### src/rtl/rxd_pkg.sv
package rxd_pkg;

    typedef enum logic [2:0] {
        RD_INIT   = 3'd0,
        RD_PROBE  = 3'd1,
        RD_SENSE  = 3'd2,
        RD_WAIT   = 3'd3,
        RD_FOUND  = 3'd4,
        RD_STOP   = 3'd5,
        RD_MANUAL = 3'd6
    } rd_state_e;

    // registered view of the control pins
    typedef struct packed {
        logic pres;      // cable absent, registered
        logic man;       // manual enable, registered
        logic det;       // detect pin, registered
        logic det_rise;  // detect pin low-to-high seen this cycle
    } rd_ctl_t;

    typedef struct packed {
        logic probe;
        logic term50;
        logic lane;
        logic pdown;
    } rd_out_t;

    // a receiver counts only when both legs see a valid load
    function automatic logic pair_ok(input logic [1:0] legs);
        return legs[0] & legs[1];
    endfunction

    function automatic int unsigned cnt_width(input int unsigned n);
        return (n > 1) ? $clog2(n) : 1;
    endfunction

endpackage

### src/rtl/rxd_in_sync.sv
module rxd_in_sync
    import rxd_pkg::*;
(
    input  logic    clk,
    input  logic    rst,
    input  logic    pres_in,
    input  logic    man_in,
    input  logic    det_in,
    output rd_ctl_t ctl
);

    logic pres_q, man_q, det_q, det_q2;

    always_ff @(posedge clk) begin
        if (rst) begin
            pres_q <= 1'b0;
            man_q  <= 1'b0;
            det_q  <= 1'b0;
            det_q2 <= 1'b0;
        end else begin
            pres_q <= pres_in;
            man_q  <= man_in;
            det_q  <= det_in;
            det_q2 <= det_q;
        end
    end

    always_comb begin
        ctl.pres     = pres_q;
        ctl.man      = man_q;
        ctl.det      = det_q;
        ctl.det_rise = det_q & ~det_q2;
    end

endmodule

### src/rtl/rxd_pres_filter.sv
module rxd_pres_filter #(
    parameter int unsigned PRES_MIN_CYC = 250
) (
    input  logic clk,
    input  logic rst,
    input  logic pres_q,
    output logic rearm
);

    localparam int unsigned PW = rxd_pkg::cnt_width(PRES_MIN_CYC + 1);
    localparam logic [PW-1:0] PMIN_V = PW'(PRES_MIN_CYC);

    logic [PW-1:0] high_cnt;

    // counts cycles of registered presence high, saturating at the minimum
    always_ff @(posedge clk) begin
        if (rst) begin
            high_cnt <= '0;
        end else if (pres_q) begin
            if (high_cnt != PMIN_V) high_cnt <= high_cnt + 1'b1;
        end else begin
            high_cnt <= '0;
        end
    end

    // first low cycle after a long enough pulse
    assign rearm = ~pres_q & (high_cnt == PMIN_V);

endmodule

### src/rtl/rxd_retry_timer.sv
module rxd_retry_timer #(
    parameter int unsigned INTERVAL_MS = 12,
    parameter int unsigned MAX_PROBES  = 50
) (
    input  logic clk,
    input  logic rst,
    input  logic clr,
    input  logic wait_en,
    input  logic ms_tick,
    input  logic probe_fire,
    output logic due,
    output logic spent
);

    localparam int unsigned TW = rxd_pkg::cnt_width(INTERVAL_MS);
    localparam int unsigned NW = rxd_pkg::cnt_width(MAX_PROBES + 1);
    localparam logic [TW-1:0] TICK_LAST = TW'(INTERVAL_MS - 1);
    localparam logic [NW-1:0] PROBE_CAP = NW'(MAX_PROBES);

    logic [TW-1:0] tick_cnt;
    logic [NW-1:0] probe_cnt;

    assign due   = wait_en & ms_tick & (tick_cnt == TICK_LAST);
    assign spent = (probe_cnt == PROBE_CAP);

    always_ff @(posedge clk) begin
        if (rst || clr) begin
            tick_cnt <= '0;
        end else if (due) begin
            tick_cnt <= '0;
        end else if (wait_en && ms_tick) begin
            tick_cnt <= tick_cnt + 1'b1;
        end
    end

    always_ff @(posedge clk) begin
        if (rst || clr) begin
            probe_cnt <= '0;
        end else if (probe_fire && !spent) begin
            probe_cnt <= probe_cnt + 1'b1;
        end
    end

endmodule

### src/rtl/rxd_fsm.sv
module rxd_fsm
    import rxd_pkg::*;
#(
    parameter int unsigned SENSE_DLY = 4
) (
    input  logic       clk,
    input  logic       rst,
    input  rd_ctl_t    ctl,
    input  logic       rearm,
    input  logic       due,
    input  logic       spent,
    input  logic [1:0] legs,
    output logic       clr,
    output logic       wait_en,
    output logic       probe_fire,
    output rd_out_t    outs
);

    localparam int unsigned SW = cnt_width(SENSE_DLY);
    localparam logic [SW-1:0] SENSE_LAST = SW'(SENSE_DLY - 1);

    rd_state_e st, nxt;
    logic [SW-1:0] sense_cnt;
    logic sense_done;
    logic run;
    logic found;

    assign run        = ~ctl.pres & ~ctl.man;
    assign sense_done = (sense_cnt == SENSE_LAST);

    always_comb begin
        nxt = st;
        if (ctl.pres) begin
            nxt = st;
        end else if (ctl.man) begin
            nxt = RD_MANUAL;
        end else if (st == RD_MANUAL || rearm || (ctl.det_rise && st != RD_FOUND)) begin
            nxt = RD_INIT;
        end else begin
            unique case (st)
                RD_INIT:  nxt = RD_PROBE;
                RD_PROBE: nxt = RD_SENSE;
                RD_SENSE: begin
                    if (sense_done) begin
                        if (pair_ok(legs))       nxt = RD_FOUND;
                        else if (ctl.det && spent) nxt = RD_STOP;
                        else                     nxt = RD_WAIT;
                    end
                end
                RD_WAIT:  if (due) nxt = RD_PROBE;
                RD_FOUND: nxt = RD_FOUND;
                RD_STOP:  nxt = RD_STOP;
                default:  nxt = RD_INIT;
            endcase
        end
    end

    always_ff @(posedge clk) begin
        if (rst) st <= RD_INIT;
        else     st <= nxt;
    end

    always_ff @(posedge clk) begin
        if (rst || st != RD_SENSE) begin
            sense_cnt <= '0;
        end else if (run && !sense_done) begin
            sense_cnt <= sense_cnt + 1'b1;
        end
    end

    assign clr        = (st == RD_INIT);
    assign wait_en    = (st == RD_WAIT) & run;
    assign probe_fire = (st == RD_PROBE) & run;
    assign found      = (st == RD_FOUND) & ~rearm;

    always_comb begin
        outs.probe  = probe_fire;
        outs.term50 = ~ctl.pres & (ctl.man ? ctl.det : found);
        outs.lane   = outs.term50;
        outs.pdown  = ctl.pres;
    end

endmodule

### src/rtl/rxdet_ctrl.sv
module rxdet_ctrl
    import rxd_pkg::*;
#(
    parameter int unsigned INTERVAL_MS  = 12,
    parameter int unsigned LIMIT_MS     = 600,
    parameter int unsigned SENSE_DLY    = 4,
    parameter int unsigned PRES_MIN_CYC = 250
) (
    input  logic       clk,
    input  logic       rst,
    input  logic       cable_absent,
    input  logic       man_en,
    input  logic       det_pin,
    input  logic [1:0] leg_pass,
    input  logic       ms_tick,
    output logic       probe,
    output logic       term_50,
    output logic       lane_active,
    output logic       pwr_down
);

    localparam int unsigned MAX_PROBES = (LIMIT_MS / INTERVAL_MS > 0) ? LIMIT_MS / INTERVAL_MS : 1;

    rd_ctl_t ctl;
    rd_out_t outs;
    logic rearm, due, spent, clr, wait_en, probe_fire;

    rxd_in_sync u_sync (
        .clk     (clk),
        .rst     (rst),
        .pres_in (cable_absent),
        .man_in  (man_en),
        .det_in  (det_pin),
        .ctl     (ctl)
    );

    rxd_pres_filter #(.PRES_MIN_CYC(PRES_MIN_CYC)) u_pres (
        .clk    (clk),
        .rst    (rst),
        .pres_q (ctl.pres),
        .rearm  (rearm)
    );

    rxd_retry_timer #(.INTERVAL_MS(INTERVAL_MS), .MAX_PROBES(MAX_PROBES)) u_timer (
        .clk        (clk),
        .rst        (rst),
        .clr        (clr),
        .wait_en    (wait_en),
        .ms_tick    (ms_tick),
        .probe_fire (probe_fire),
        .due        (due),
        .spent      (spent)
    );

    rxd_fsm #(.SENSE_DLY(SENSE_DLY)) u_fsm (
        .clk        (clk),
        .rst        (rst),
        .ctl        (ctl),
        .rearm      (rearm),
        .due        (due),
        .spent      (spent),
        .legs       (leg_pass),
        .clr        (clr),
        .wait_en    (wait_en),
        .probe_fire (probe_fire),
        .outs       (outs)
    );

    assign probe       = outs.probe;
    assign term_50     = outs.term50;
    assign lane_active = outs.lane;
    assign pwr_down    = outs.pdown;

endmodule

### config.mk
export PLATFORM = sky130hd
export DESIGN_NAME = rxdet_ctrl
export DESIGN_NICKNAME = d
export VERILOG_FILES = /design/src/rtl/rxd_pkg.sv /design/src/rtl/rxd_in_sync.sv /design/src/rtl/rxd_pres_filter.sv /design/src/rtl/rxd_retry_timer.sv /design/src/rtl/rxd_fsm.sv /design/src/rtl/rxdet_ctrl.sv
export SDC_FILE = /design/constraint.sdc
export NUM_CORES = 1
export LEC_CHECK = 0
export ABC_AREA = 0
export ABC_CLOCK_PERIOD_IN_PS = 1500
export CORE_MARGIN = 1.5
export CORE_UTILIZATION = 55
export CTS_CLUSTER_DIAMETER = 50
export DETAILED_ROUTE_END_ITERATION = 8
export DONT_BUFFER_PORTS = 1
export PLACE_DENSITY = 0.82
export SYNTH_ARGS = -nofsm -noshare
export SYNTH_HDL_FRONTEND = slang
export SYNTH_SLANG_ARGS = --single-unit
export TNS_END_PERCENT = 30
### constraint.sdc
create_clock -name clk -period 1.5 [get_ports clk]
set_input_delay 0 -clock clk [delete_from_list [all_inputs] [get_ports clk]]
set_output_delay 0 -clock clk [all_outputs]
set_load 0.01 [all_outputs]
==> reports/metrics.cfg <==
[detailed_routing]
dr_total_vias = 1292
ant_nets = 0
detail_route.wl_per_cell_um = 15.5
firstDrtPassIters = 4
routed_wl_um = 3360
first_iter_violations = 57
drcViolationCount = 0
vias_per_cell = 5.95

[placement]
place_congestion = 0.887
place.detailed.hpwl_um = 2230
port_buffers = 0
dpl_cell_area_um2 = 1570
dp_cells = 198

[timing]
slew_viol_final = 0
post-route-period-util_pct = 105
max_freq_ghz = 0.633
setup_viol_count_final = 7
worstMarginPinSlew_ps = 407
whs_ps = 42.4
relSlewSlack_pct = 72.8
setup_tns_ps = -243
grt_setup_unrepaired = true
min_period_ps = 1580
fin_worst_skew_ps = 5.43
hold_viol_final = 0
finalWorstSetupSlack_ps = -79.1

[grt]
grt_antenna_before_repair = 0
grt.overflow.total = 0
grt_max_degree = 17
gr-usage-all-layers_pct = 23.8
grt_pass1_wl_um = 5100
grt_pass1_vias = 1161

[critical_path]
required_ps = 1730
cp.arrival_ps = 1810
criticalPathCategory = reg -> reg
worstSetupStartpointType = flop
path_max_fanout = 5
critPathCaptureType = flop

[floorplanning]
fp.coreArea_um2 = 2500
io_pins = 12
fp.dieW_um = 54.5
die_h_um = 54.5
rows = 18
start_util_pct = 58.5
fp.dieArea_um2 = 2980

[power]
p_leak_nw = 0.685
peakVddDrop_mv = 0.574
power_density_nw_per_um2 = 723

[yosys]
postSynthAreaPerCell_um2 = 9.19
syn_area_um2 = 1460
synth_seq_cells = 27
syn-num-nets = 173
yosysWarningCount = 0
synth_edf_count = 0
ys.flop_type = dfxtp_1
synth_cell_types = 52
ys_seq_area_share_pct = 37.0
netlist_instances = 159
synth_async_sr_flop_share_pct = 0

[final_layout]
antenna_cells = 0
syn_to_final_growth_pct = 25.9
mostFrequentLayoutCells = 25 x buf_4, 18 x nor2_1, 14 x dfxtp_1, 11 x dfxtp_2
drive_above_1_share_pct = 36.4
nNetsFinal = 202
stdcell_area_um2 = 1840
instances_no_fill = 217
postLayoutCoreUtil_pct = 73.6
final_common_cell = buf_4

[run_status]
status = finished with violations
violations = negative setup slack

[clock_network]
worstSkewPairLatency_ps = 340
htree_levels = 1
clk_path_buf_depth = 2
root_buffer = clkbuf_4
clock-sinks = 27
cts_made_buffers = 3
cts_tree = built
clk_pin_slew_worst_paths_ps = 140

[hold_path]
hold_path.class = in -> reg

[flow_run]
cap_violations = 0

## area by class of cell
type | count | area (µm²)
Sequential cell | 27 | 562
Tap cell | 30 | 37.5
Clock buffer | 3 | 22.5
Clock inverter | 1 | 7.51
Multi-Input combinational cell | 119 | 933
Inverter | 5 | 18.8
Fill cell | 169 | 659
Timing Repair Buffer | 32 | 259
## per-layer routing
metal  global-route usage (%)  share of wire, %
met2                     43.4                53
met4                     5.42              0.68
met3                     6.83               7.0
met5                        0                 0
met1                     27.3                40
## synth_stat cells, types with 4 or more instances
| master | count | area share, % |
|---|---|---|
| nand2_1 | 7 | 1.8 |
| a21oi_1 | 6 | 2.1 |
| dfxtp_1 | 27 | 37 |
| ha_1 | 6 | 5.1 |
| nor2_1 | 19 | 4.9 |
| nor2b_1 | 7 | 3.0 |
| a211oi_1 | 4 | 2.1 |
| inv_1 | 5 | 1.3 |
| xor2_1 | 6 | 3.6 |
| xnor2_1 | 4 | 2.4 |
| nand3_1 | 5 | 1.7 |
| nand2b_1 | 4 | 1.7 |
## report_power, final
group	switching [W]	leakage, nW	internal (W)	total (W)
logic	0.000123	0.446	0.000114	0.000237
registers	0.0000258	0.226	0.000737	0.000763
clock network	0.000228	0.0139	0.000102	0.000330
total	0.000377	0.685	0.000953	0.00133
## critical path, stage by stage, from the launching register on
cell and delay [ps]:
dfxtp_2 370, inv_2 30, ha_2 160, and4bb_2 260, a211oi_4 410, xnor2_2 180
nor2_1 70
## cell families (layout without fill, tap and decap cells)
logic type	count (synthesis)	count (layout)	synth area share [%]
AND/OR/NAND/NOR	72	72	30.0
AO/OA/AOI/OAI	28	28	14.9
flip-flops	27	27	37.0
buffers and inverters	13	41	4.97
XOR/XNOR	10	10	5.99
adder cells (fa/ha/maj)	6	6	5.14
multiplexers	3	3	2.05
## path summary, 6_finish.rpt
kind / slack, ps / cells past startpoint / from / endpoint
worst max register to register: -80 / 6 / u_timer.probe_cnt[0]$_SDFFE_PP0P_ / u_timer.probe_cnt[0]$_SDFFE_PP0P_
worst max-delay path: -80 / 6 / u_timer.probe_cnt[0]$_SDFFE_PP0P_ / u_timer.probe_cnt[0]$_SDFFE_PP0P_
worst min-delay path: 40 / 2 / rst / u_pres.high_cnt[5]$_SDFFE_PP0P_
worst min register to register: 520 / 1 / u_sync.pres_q$_SDFF_PP0_ / u_fsm.st[1]$_SDFFE_PP0P_
## what timing repair did
action,CTS,global route
hold endpoints to repair,9,0
buffers inserted,7,2
hold buffers,6,0
pin swaps,5,9
endpoints found under the setup margin,5,11
gates resized for setup,14,20
## metrics by stage
step / worst slack, ps / power [W]
floorplan: 24.4 / 0.000930
global placement: 79.2 / 0.000957
detailed placement: 0.812 / 0.000966
CTS: -14.8 / 0.00132
global route: -148 / 0.00139
finish: -79.1 / 0.00133
## registers in the layout, indices dropped and copies added, names as in the netlist
signal,cells
u_sync.man_q,1
u_pres.high_cnt,8
u_sync.det_q2,1
u_timer.probe_cnt,6
u_fsm.sense_cnt,2
u_timer.tick_cnt,4
u_sync.pres_q,1
u_sync.det_q,1
u_fsm.st,3
(Power assumes the default switching activity.)
